### src/rtl/sram_wchk_pkg.sv
package sram_wchk_pkg;

  localparam int NUM_RULES   = 6;
  localparam int NUM_VIOL    = 5;
  localparam int CODE_W      = 3;

  // rule codes, also the bit positions of the sticky flags
  localparam int RULE_ADDR_HOLD  = 0;
  localparam int RULE_DATA_SETUP = 1;
  localparam int RULE_WE_WIDTH   = 2;
  localparam int RULE_RECOVERY   = 3;
  localparam int RULE_CYCLE      = 4;
  localparam int RULE_CONTEND    = 5;

  // nanoseconds to reference ticks, rounded up, never below one
  function automatic int ns_to_ticks(input int ns, input int tick_ps);
    int t;
    t = (ns * 1000 + tick_ps - 1) / tick_ps;
    if (t < 1) t = 1;
    return t;
  endfunction

  function automatic int max_of2(input int a, input int b);
    return (a > b) ? a : b;
  endfunction

  // counter width able to hold a limit and one saturation value above it
  function automatic int ctr_width(input int limit);
    return $clog2(limit + 2);
  endfunction

endpackage

### src/rtl/wchk_sampler.sv
module wchk_sampler #(
  parameter int ADDR_W = 17,
  parameter int DATA_W = 8
) (
  input  logic              clk,
  input  logic              rst_n,
  input  logic              ce_n,
  input  logic              we_n,
  input  logic              oe_n,
  input  logic              host_drv,
  input  logic [ADDR_W-1:0] addr,
  input  logic [DATA_W-1:0] din,
  output logic              win_now,
  output logic              win_open,
  output logic              win_close,
  output logic              close_by_we,
  output logic              we_low,
  output logic              we_rise,
  output logic              addr_chg,
  output logic              data_chg,
  output logic              contend_onset
);

  logic              ce_q;
  logic              we_q;
  logic              cont_q;
  logic [ADDR_W-1:0] addr_q;
  logic [DATA_W-1:0] din_q;
  logic              win_q;
  logic              cont_now;

  always_ff @(posedge clk) begin
    if (!rst_n) begin
      ce_q   <= 1'b1;
      we_q   <= 1'b1;
      cont_q <= 1'b0;
      addr_q <= '0;
      din_q  <= '0;
    end else begin
      ce_q   <= ce_n;
      we_q   <= we_n;
      cont_q <= cont_now;
      addr_q <= addr;
      din_q  <= din;
    end
  end

  always_comb begin
    win_now       = ~ce_n & ~we_n;
    win_q         = ~ce_q & ~we_q;
    win_open      = win_now & ~win_q;
    win_close     = win_q & ~win_now;
    close_by_we   = win_close & we_n;
    we_low        = ~we_n;
    we_rise       = we_n & ~we_q;
    addr_chg      = (addr != addr_q);
    data_chg      = (din != din_q);
    cont_now      = win_now & ~oe_n & host_drv;
    contend_onset = cont_now & ~cont_q;
  end

  // a close is seen only after both enables were low and one has risen
  a_r1_close_edge: assert property (@(posedge clk) disable iff (!rst_n)
    win_close |-> ($past(~ce_n & ~we_n) && (ce_n || we_n)));

  // an open follows a sample where at least one enable was high
  a_r1_open_edge: assert property (@(posedge clk) disable iff (!rst_n)
    win_open |-> ($past(ce_n || we_n) && !ce_n && !we_n));

endmodule

### src/rtl/wchk_rules.sv
module wchk_rules
  import sram_wchk_pkg::*;
#(
  parameter int CNT_W = 4,
  parameter int WC_T  = 14,
  parameter int WP_T  = 11,
  parameter int DSU_T = 6,
  parameter int WR1_T = 1,
  parameter int WR2_T = 3
) (
  input  logic                 clk,
  input  logic                 rst_n,
  input  logic                 win_now,
  input  logic                 win_open,
  input  logic                 win_close,
  input  logic                 close_by_we,
  input  logic                 we_low,
  input  logic                 we_rise,
  input  logic                 addr_chg,
  input  logic                 data_chg,
  input  logic                 contend_onset,
  output logic [NUM_RULES-1:0] viol
);

  localparam logic [CNT_W-1:0] LIM_WC  = CNT_W'(WC_T);
  localparam logic [CNT_W-1:0] LIM_WP  = CNT_W'(WP_T);
  localparam logic [CNT_W-1:0] LIM_DSU = CNT_W'(DSU_T);
  localparam logic [CNT_W-1:0] LIM_WR1 = CNT_W'(WR1_T);
  localparam logic [CNT_W-1:0] LIM_WR2 = CNT_W'(WR2_T);
  localparam logic [CNT_W-1:0] ONE     = CNT_W'(1);

  function automatic logic [CNT_W-1:0] sat_inc(input logic [CNT_W-1:0] v);
    return (&v) ? v : v + ONE;
  endfunction

  logic [CNT_W-1:0] data_age;   // samples since the data bus last moved
  logic [CNT_W-1:0] we_run;     // consecutive low samples of write enable
  logic [CNT_W-1:0] rec_cnt;    // ticks since the window closed
  logic [CNT_W-1:0] rec_need;   // recovery limit picked at close
  logic             rec_pend;
  logic [CNT_W-1:0] cyc_age;    // ticks since the previous address change
  logic             wrote;      // a window was seen since that change

  always_comb begin
    viol = '0;
    viol[RULE_ADDR_HOLD]  = addr_chg & win_now & ~win_open;
    viol[RULE_DATA_SETUP] = win_close & (data_age < LIM_DSU);
    viol[RULE_WE_WIDTH]   = we_rise & (we_run < LIM_WP);
    viol[RULE_RECOVERY]   = addr_chg & (win_close | (rec_pend & (rec_cnt < rec_need)));
    viol[RULE_CYCLE]      = addr_chg & wrote & (cyc_age < LIM_WC);
    viol[RULE_CONTEND]    = contend_onset;
  end

  // data stability and write-enable width
  always_ff @(posedge clk) begin
    if (!rst_n) begin
      data_age <= '1;
      we_run   <= '0;
    end else begin
      data_age <= data_chg ? '0 : sat_inc(data_age);
      we_run   <= we_low ? sat_inc(we_run) : '0;
    end
  end

  // recovery after the window closes
  always_ff @(posedge clk) begin
    if (!rst_n) begin
      rec_pend <= 1'b0;
      rec_cnt  <= '0;
      rec_need <= LIM_WR1;
    end else if (win_close && !addr_chg) begin
      rec_pend <= 1'b1;
      rec_cnt  <= ONE;
      rec_need <= close_by_we ? LIM_WR1 : LIM_WR2;
    end else if (addr_chg || win_open) begin
      rec_pend <= 1'b0;
    end else if (rec_pend) begin
      rec_cnt  <= sat_inc(rec_cnt);
    end
  end

  // address-to-address cycle time
  always_ff @(posedge clk) begin
    if (!rst_n) begin
      cyc_age <= '1;
      wrote   <= 1'b0;
    end else if (addr_chg) begin
      cyc_age <= ONE;
      wrote   <= win_now;
    end else begin
      cyc_age <= sat_inc(cyc_age);
      wrote   <= wrote | win_now;
    end
  end

  // an address-hold error needs the window open on the previous sample too
  a_r2_hold_needs_prior_window: assert property (@(posedge clk) disable iff (!rst_n)
    viol[RULE_ADDR_HOLD] |-> $past(win_now));

  // a pulse-width error only follows a low write-enable sample
  a_r4_width_after_low: assert property (@(posedge clk) disable iff (!rst_n)
    viol[RULE_WE_WIDTH] |-> $past(we_low));

  // any address change retires the pending recovery check
  a_r5_rec_retired: assert property (@(posedge clk) disable iff (!rst_n)
    addr_chg |=> !rec_pend);

  // each address change restarts the cycle measurement
  a_r6_cycle_restart: assert property (@(posedge clk) disable iff (!rst_n)
    addr_chg |=> (cyc_age == ONE));

  // a data-setup error only at a window close
  a_r3_setup_at_close: assert property (@(posedge clk) disable iff (!rst_n)
    viol[RULE_DATA_SETUP] |-> $past(win_now) && !win_now);

endmodule

### src/rtl/wchk_log.sv
module wchk_log
  import sram_wchk_pkg::*;
#(
  parameter int VCNT_W = 8
) (
  input  logic                 clk,
  input  logic                 rst_n,
  input  logic                 clr,
  input  logic [NUM_RULES-1:0] viol,
  output logic [NUM_RULES-1:0] err_flags,
  output logic                 evt_valid,
  output logic [CODE_W-1:0]    evt_code,
  output logic [VCNT_W-1:0]    viol_cnt
);

  localparam int SUM_W = VCNT_W + 3;
  localparam logic [VCNT_W-1:0] CNT_MAX = '1;

  logic [CODE_W-1:0] first_code;
  logic [SUM_W-1:0]  add_n;
  logic [SUM_W-1:0]  base;
  logic [SUM_W-1:0]  sum;
  logic [VCNT_W-1:0] next_cnt;

  always_comb begin
    first_code = '0;
    for (int i = NUM_RULES - 1; i >= 0; i--) begin
      if (viol[i]) first_code = CODE_W'(i);
    end
    add_n    = SUM_W'($countones(viol[NUM_VIOL-1:0]));
    base     = clr ? '0 : SUM_W'(viol_cnt);
    sum      = base + add_n;
    next_cnt = (sum > SUM_W'(CNT_MAX)) ? CNT_MAX : sum[VCNT_W-1:0];
  end

  always_ff @(posedge clk) begin
    if (!rst_n) begin
      err_flags <= '0;
      evt_valid <= 1'b0;
      evt_code  <= '0;
      viol_cnt  <= '0;
    end else begin
      err_flags <= clr ? viol : (err_flags | viol);
      evt_valid <= |viol;
      evt_code  <= first_code;
      viol_cnt  <= next_cnt;
    end
  end

  // the reported code always has its sticky flag set
  a_r8_code_flagged: assert property (@(posedge clk) disable iff (!rst_n)
    evt_valid |-> err_flags[evt_code]);

  // a full counter stays full until cleared
  a_r10_saturates: assert property (@(posedge clk) disable iff (!rst_n)
    (viol_cnt == CNT_MAX && !clr) |=> (viol_cnt == CNT_MAX));

  // a sample with no timing violation leaves the count unchanged
  a_r7_contention_uncounted: assert property (@(posedge clk) disable iff (!rst_n)
    (viol[NUM_VIOL-1:0] == '0 && !clr) |=> $stable(viol_cnt));

  // flags hold without a clear
  for (genvar g = 0; g < NUM_RULES; g++) begin : g_sticky
    a_r9_sticky: assert property (@(posedge clk) disable iff (!rst_n)
      (err_flags[g] && !clr) |=> err_flags[g]);
  end

endmodule

### src/rtl/sram_wr_timing_mon.sv
module sram_wr_timing_mon
  import sram_wchk_pkg::*;
#(
  parameter int ADDR_W    = 17,
  parameter int DATA_W    = 8,
  parameter int TICK_PS   = 5000,
  parameter int T_WC_NS   = 70,
  parameter int T_WP_NS   = 55,
  parameter int T_DSU_NS  = 30,
  parameter int T_WR1_NS  = 5,
  parameter int T_WR2_NS  = 15,
  parameter int VCNT_W    = 8
) (
  input  logic              clk,
  input  logic              rst_n,
  input  logic              ce_n,
  input  logic              we_n,
  input  logic              oe_n,
  input  logic              host_drv,
  input  logic [ADDR_W-1:0] addr,
  input  logic [DATA_W-1:0] din,
  input  logic              clr,
  output logic [5:0]        err_flags,
  output logic              evt_valid,
  output logic [2:0]        evt_code,
  output logic [VCNT_W-1:0] viol_cnt
);

  localparam int WC_T  = ns_to_ticks(T_WC_NS,  TICK_PS);
  localparam int WP_T  = ns_to_ticks(T_WP_NS,  TICK_PS);
  localparam int DSU_T = ns_to_ticks(T_DSU_NS, TICK_PS);
  localparam int WR1_T = ns_to_ticks(T_WR1_NS, TICK_PS);
  localparam int WR2_T = ns_to_ticks(T_WR2_NS, TICK_PS);
  localparam int MAX_T = max_of2(max_of2(WC_T, WP_T),
                                 max_of2(DSU_T, max_of2(WR1_T, WR2_T)));
  localparam int CNT_W = ctr_width(MAX_T);

  logic                 win_now;
  logic                 win_open;
  logic                 win_close;
  logic                 close_by_we;
  logic                 we_low;
  logic                 we_rise;
  logic                 addr_chg;
  logic                 data_chg;
  logic                 contend_onset;
  logic [NUM_RULES-1:0] viol;

  wchk_sampler #(.ADDR_W(ADDR_W), .DATA_W(DATA_W)) u_sampler (
    .clk(clk), .rst_n(rst_n), .ce_n(ce_n), .we_n(we_n), .oe_n(oe_n),
    .host_drv(host_drv), .addr(addr), .din(din),
    .win_now(win_now), .win_open(win_open), .win_close(win_close),
    .close_by_we(close_by_we), .we_low(we_low), .we_rise(we_rise),
    .addr_chg(addr_chg), .data_chg(data_chg), .contend_onset(contend_onset)
  );

  wchk_rules #(
    .CNT_W(CNT_W), .WC_T(WC_T), .WP_T(WP_T), .DSU_T(DSU_T),
    .WR1_T(WR1_T), .WR2_T(WR2_T)
  ) u_rules (
    .clk(clk), .rst_n(rst_n), .win_now(win_now), .win_open(win_open),
    .win_close(win_close), .close_by_we(close_by_we), .we_low(we_low),
    .we_rise(we_rise), .addr_chg(addr_chg), .data_chg(data_chg),
    .contend_onset(contend_onset), .viol(viol)
  );

  wchk_log #(.VCNT_W(VCNT_W)) u_log (
    .clk(clk), .rst_n(rst_n), .clr(clr), .viol(viol),
    .err_flags(err_flags), .evt_valid(evt_valid), .evt_code(evt_code),
    .viol_cnt(viol_cnt)
  );

  // outputs are quiet on the first cycle out of reset
  a_r11_reset_quiet: assert property (@(posedge clk)
    $rose(rst_n) |-> (err_flags == '0 && !evt_valid && viol_cnt == '0));

  // an event pulse lasts one cycle unless a rule fires again
  a_r8_pulse_source: assert property (@(posedge clk) disable iff (!rst_n)
    evt_valid |-> $past(|viol));

endmodule

### config.mk
export PLATFORM = sky130hd
export DESIGN_NAME = sram_wr_timing_mon
export DESIGN_NICKNAME = d
export VERILOG_FILES = /design/src/rtl/sram_wchk_pkg.sv /design/src/rtl/wchk_sampler.sv /design/src/rtl/wchk_rules.sv /design/src/rtl/wchk_log.sv /design/src/rtl/sram_wr_timing_mon.sv
export SDC_FILE = /design/constraint.sdc
export NUM_CORES = 1
export LEC_CHECK = 0
export ABC_AREA = 1
export CORE_MARGIN = 3
export CORE_UTILIZATION = 35
export DETAILED_ROUTE_END_ITERATION = 8
export PLACE_DENSITY = 0.68
export REMOVE_ABC_BUFFERS = 1
export SKIP_CTS_REPAIR_TIMING = 1
export SLEW_MARGIN = 20
export SYNTH_ARGS = -nofsm -noshare
export SYNTH_HDL_FRONTEND = slang
export SYNTH_SLANG_ARGS = --single-unit
### constraint.sdc
create_clock -name clk -period 4.2 [get_ports clk]
set_clock_uncertainty 0.15 [all_clocks]
set_input_delay 1.26 -clock clk [delete_from_list [all_inputs] [get_ports clk]]
set_output_delay 1.26 -clock clk [all_outputs]
set_load 0.01 [all_outputs]
* Word level (Yosys, flattened, before mapping)
Index checks and enable logic that the tools add are counted.
** Storage, ports and cells
- Bits in registers :: 68
** Operators by class
- $lt $le $gt $ge :: 5
- Muxes and demuxes :: 20
- Equality and inequality tests :: 6
- Reductions and logical operators :: 18
- Bitwise operators :: 32
- Add/subtract/negate cells :: 9
** Operators with widths (number)
- 11-bit adder :: 2
- 1-bit AND :: 17
- 17-bit != test :: 1
- 4-bit by 1-bit adder with 4-bit output, second input constant :: 4
- 4-bit two-way mux :: 4
- 8-bit two-way mux :: 2
- 4-bit AND reduction :: 4
- 1-bit inverter :: 12
- 11-bit by 1-bit adder with 11-bit output :: 1
- 11-bit by 8-bit > comparator with 1-bit output, second input constant :: 1
- 4-bit < comparator, second input constant :: 2
- 1-bit two-way mux :: 8
- 2-bit by 1-bit != test with 1-bit output, second input constant :: 4
- 8-bit != test :: 1
- 2-bit OR reduction :: 4
- 2-bit two-way mux :: 3
- 3-bit two-way mux :: 2
- 6-bit two-way mux :: 1
- 6-bit bitwise OR :: 1
- 3-bit AND reduction :: 2
- 6-bit OR reduction :: 1
- 5-bit OR reduction :: 1
- 1-bit by 1-bit adder with 2-bit output :: 2
- 4-bit by 3-bit < comparator with 1-bit output, second input constant :: 1
- other kinds (7) :: 9

* Longest topological paths before layout
- Depth in word-level cells :: 12
- Depth in mapped cells :: 22
- Depth with buffers taken out :: 22

* Hierarchy
From an unflattened synthesis, not the netlist that was laid out.
** Second synthesis, totals
- Cells, all modules :: 425
- Area total of the unflattened synthesis :: 3116.7 um2
** By module, submodules not included
- wchk_sampler :: times used 1, cells an instance 176, area an instance 1213.7 um2
- wchk_rules :: times used 1, cells an instance 130, area an instance 988.4 um2
- wchk_log :: times used 1, cells an instance 119, area an instance 914.6 um2

* Least setup slack after synthesis
No wires, ideal clock.
- Path type :: input-to-reg
- Start point :: in addr[2]
- End point :: reg u_log.viol_cnt[5]
- Arrival :: 3.985 ns
- Stages :: 18
- Required time :: 3.940 ns
- Path buffers :: 0
- Setup slack :: -0.045 ns
- Path through :: xnor2_1 nand2_1 nor2_1 nand3_4 nand3_2 inv_1 ha_1 fa_1 ha_1 fa_1 a21oi_1 inv_1 nand2_1 nor3_1 nand2_1 nand3_1 nand2_1 inv_1
** Between the ends
- Word-level cells in the longest chain between the ends :: 9
** RTL lines
- from (decl) :: RTL line sram_wr_timing_mon.sv:20 : input logic [ADDR_W-1:0] addr,
- 17-bit != test * :: RTL line wchk_sampler.sv:56 : addr_chg = (addr != addr_q);
- 1-bit AND (2 in a row) :: RTL line wchk_rules.sv:46 : viol[RULE_ADDR_HOLD] = addr_chg & win_now & ~win_open;
- 1-bit by 1-bit adder with 2-bit output :: RTL line wchk_log.sv:30 : add_n = SUM_W'($countones(viol[NUM_VIOL-1:0]));
- 11-bit adder :: RTL line wchk_log.sv:30
- 11-bit by 1-bit adder with 11-bit output * :: RTL line wchk_log.sv:30
- 11-bit adder * :: RTL line wchk_log.sv:32 : sum = base + add_n;
- 11-bit by 8-bit > comparator with 1-bit output :: RTL line wchk_log.sv:33 : next_cnt = (sum > SUM_W'(CNT_MAX)) ? CNT_MAX : sum[VCNT_W-1:0];
- 8-bit two-way mux * :: RTL line wchk_log.sv:33
- to (signal assigned) :: RTL line wchk_log.sv:46 : viol_cnt <= next_cnt;
- to (decl) :: RTL line wchk_log.sv:13 : output logic [VCNT_W-1:0] viol_cnt
Every way passes the cells marked *; elsewhere a longest branch is shown, timed or not.
A chain may end at the register's enable or synchronous reset.

* Worst setup path in the final report
- Start point :: in addr[5]
- End point :: reg u_log.viol_cnt[4]
The elaborated chain is that of the path after synthesis.

==> reports/results.ini <==
[run_status]
status=complete, no violations

[pwr]
p_leak_uw=0.00231
irDropWorstVdd_mv=0.165
pwr_density_cell_nw_per_um2=293

[critical_path]
cpPeakStageDelay_ns=0.41
critPathMaxFanout=5
worstPathBufferInverterCount=5
critPathLaunch=addr[5]
crit_type=in2reg
critPathCaptureType=flip-flop
crit_family=adder cells
worstPathArrival_ns=4.12
start_kind=input port
cp_slowest_cell=fa_1
r2r_start=u_rules.we_run[0]$_SDFFE_PP0N_
required_ns=4.25
crit_chain=dlymetal6s2s_1, inv_1, nand2_1, nand2_1, nor2_2, nand2_2, nor2_4, nand3_4, nand3_2, inv_1, ha_4, fa_1, ha_2, fa_2, a21oi_2, inv_1, nand2_2, nor3_2, nand2_1, buf_6, a21oi_1

[routing]
drc_errors=0
drtAntennaViolNets=0
drt-vias-per-instance=4.46
dr.pass1.iters=4
wl_per_cell_um=10.7
route.final.wire_length_um=7100
drtIter0Drc=100
routed-via-count=2972

[layout]
synthToLayoutAreaGrowth_pct=36.6
fillerInstances=855
utilization_pct=50.0
nNetsFinal=601
fin_area_um2=4420
drive_gt1_share_pct=18.1
antenna_cells=0

[clock_tree]
clk_pin_slew_worst_paths_ns=0.07
cts_buffers=9
clockBufferDepth=2
root_buffer=clkbuf_8
cts_max_level=3
clk_latency_ns=0.34
cts_sinks=65
cts_tree=yes

[yosys]
yosysTopAreaCell=dfxtp_1
ys_seq_area_share_pct=40.2
synth-async-reset-ratio_pct=0
synth_edf_count=0
ys_types=33
synth.yosys.warnings=0
synth_area_leaders=dfxtp_1 (40%), nand2_1 (15%), inv_1 (11%), nor2_1 (4.6%), ha_1 (4.3%)
syn_inst=467
yosys_most_used_dff=dfxtp_1
synth_top_area_share_pct=40.2
netlist_area_um2=3240
ys_seq_elements=65
syn_area_per_cell_um2=6.93

[placement]
dpl.hpwl_um=5190
place.gp.congestion=0.785
portBuffers=49
dp_slack_ns=-0.721
place_area_um2=4070

[floorplan]
ios=50
fp.dieArea_um2=10400
num_rows=34
start_util_pct=36.6
die_h_um=102
core_region_area_um2=8850
die_w_um=102

[timing]
fin_crit_ns=4.07
final_hold_viol_count=0
worst_pin_slew_ns=0.599
fmax_ghz=0.246
fin_ws_ns=0.133
max-slew-margin-rel_pct=60.0
fin_crit_sh_pct=96.8
setup_viol=0
tns_ns=0
slew_violations=0

[hold_path]
min_path_type=reg2reg
hold_path_startpoint=u_log.err_flags[5]$_SDFF_PN0_

[flow_run]
cap_viol_max_count=0

[global_routing]
grt_usage_pct=13.4
antenna_found_initial=0
grt_pass1_vias=2753
grt_pass1_wl_um=11200
grt-ovfl-total=0
grt_max_degree=38

cells in the mapped netlist (2+ instances only):
cell type / number
a21oi_1: 26
clkbuf_1: 5
dfxtp_1: 65
fa_1: 3
ha_1: 11
inv_1: 97
inv_2: 4
nand2_1: 129
nand2_2: 3
nand3_1: 20
nand3_2: 2
nand4_1: 6
nor2_1: 40
nor2_2: 2
nor2_4: 3
nor2b_1: 2
nor3_1: 3
nor4_1: 3
o21ai_0: 10
or2_2: 6
xnor2_1: 8
xor2_1: 8
cells in the final DEF, fill, tap and decap left out, drive strengths merged:
cell type	n
clkdlybuf4s50	30
nand3	23
nand4	6
clkbuf	15
xnor2	8
clkinvlp	1
buf	35
a31oi	1
xor2	8
dlymetal6s2s	14
o21ai	11
nand3b	1
nor2	45
nand2	132
clkinv	3
o22ai	1
a211oi	1
dfxtp	65
a21oi	26
nor3	3
inv	101
ha	11
fa	3
nor2b	2
or2	7
o2111ai	1
nor4	3
o31ai	1
area by class of cell:
class	instances	area (um2)	share of cell area, %
Timing Repair Buffer	83	762	17.2
Clock buffer	11	151	3.42
Clock inverter	3	17.5	0.396
Tap cell	108	135	3.06
Inverter	102	383	8.66
Sequential cell	65	1300	29.4
Multi-Input combinational cell	294	1670	37.8
sequential cells by signal, summed over array words and instances (netlist names), 4 cells and up:
| register | cells |
|---|---|
| u_rules.data_age | 4 |
| u_rules.we_run | 4 |
| u_rules.cyc_age | 4 |
| u_rules.rec_cnt | 4 |
| u_log.viol_cnt | 8 |
| u_sampler.din_q | 8 |
| u_sampler.addr_q | 17 |
| u_log.err_flags | 6 |
worst min-delay path: stages, from the launching register on:
cell	delay, ns
dfxtp_1	0.31
nand2_1	0.06
a21oi_1	0.05
layer usage:
metal	wire length, um	vias to the layer above	track usage [%]
met5	0	-	0
met4	84	0	5.25
met3	277	8	3.07
met2	3630	54	23.8
met1	3110	1324	15.5
li1	-	1586	-
kinds of logic (layout without fill, tap and decap cells):
logic type      after synthesis  in the layout  share of synthesized area, %
simple gates                222            222                          30.0
xor+xnor                     16             16                          4.33
compound gates               42             42                          6.84
flops                        65             65                          40.2
fa+ha+maj                    14             14                          6.11
buf+inv                     108            199                          12.5
metrics by stage:
step	cells	total power [uW]	hold slack, ns
final	666	1300	0.312
after global routing	666	1360	0.338
after CTS	662	1300	0.315
after floorplan	461	745	0.289
after detailed placement	648	832	0.304
after global placement	648	827	0.300
where the power goes:
part | switching, uW | internal (uW) | leakage, uW | total [uW]
clock | 231 | 238 | 0.0000871 | 469
combinational | 87.0 | 85.9 | 0.00169 | 173
sequential | 13.8 | 640 | 0.000535 | 654
path summary, 6_finish.rpt:
path	to	slack, ns	cells past startpoint
setup / recovery	u_log.viol_cnt[4]$_SDFF_PN0_	0.13	21
hold / removal	u_log.err_flags[5]$_SDFF_PN0_	0.31	2
setup reg to reg	u_log.viol_cnt[4]$_SDFF_PN0_	0.60	17
hold reg to reg	u_log.err_flags[5]$_SDFF_PN0_	0.31	2
(Power assumes the default switching activity.)
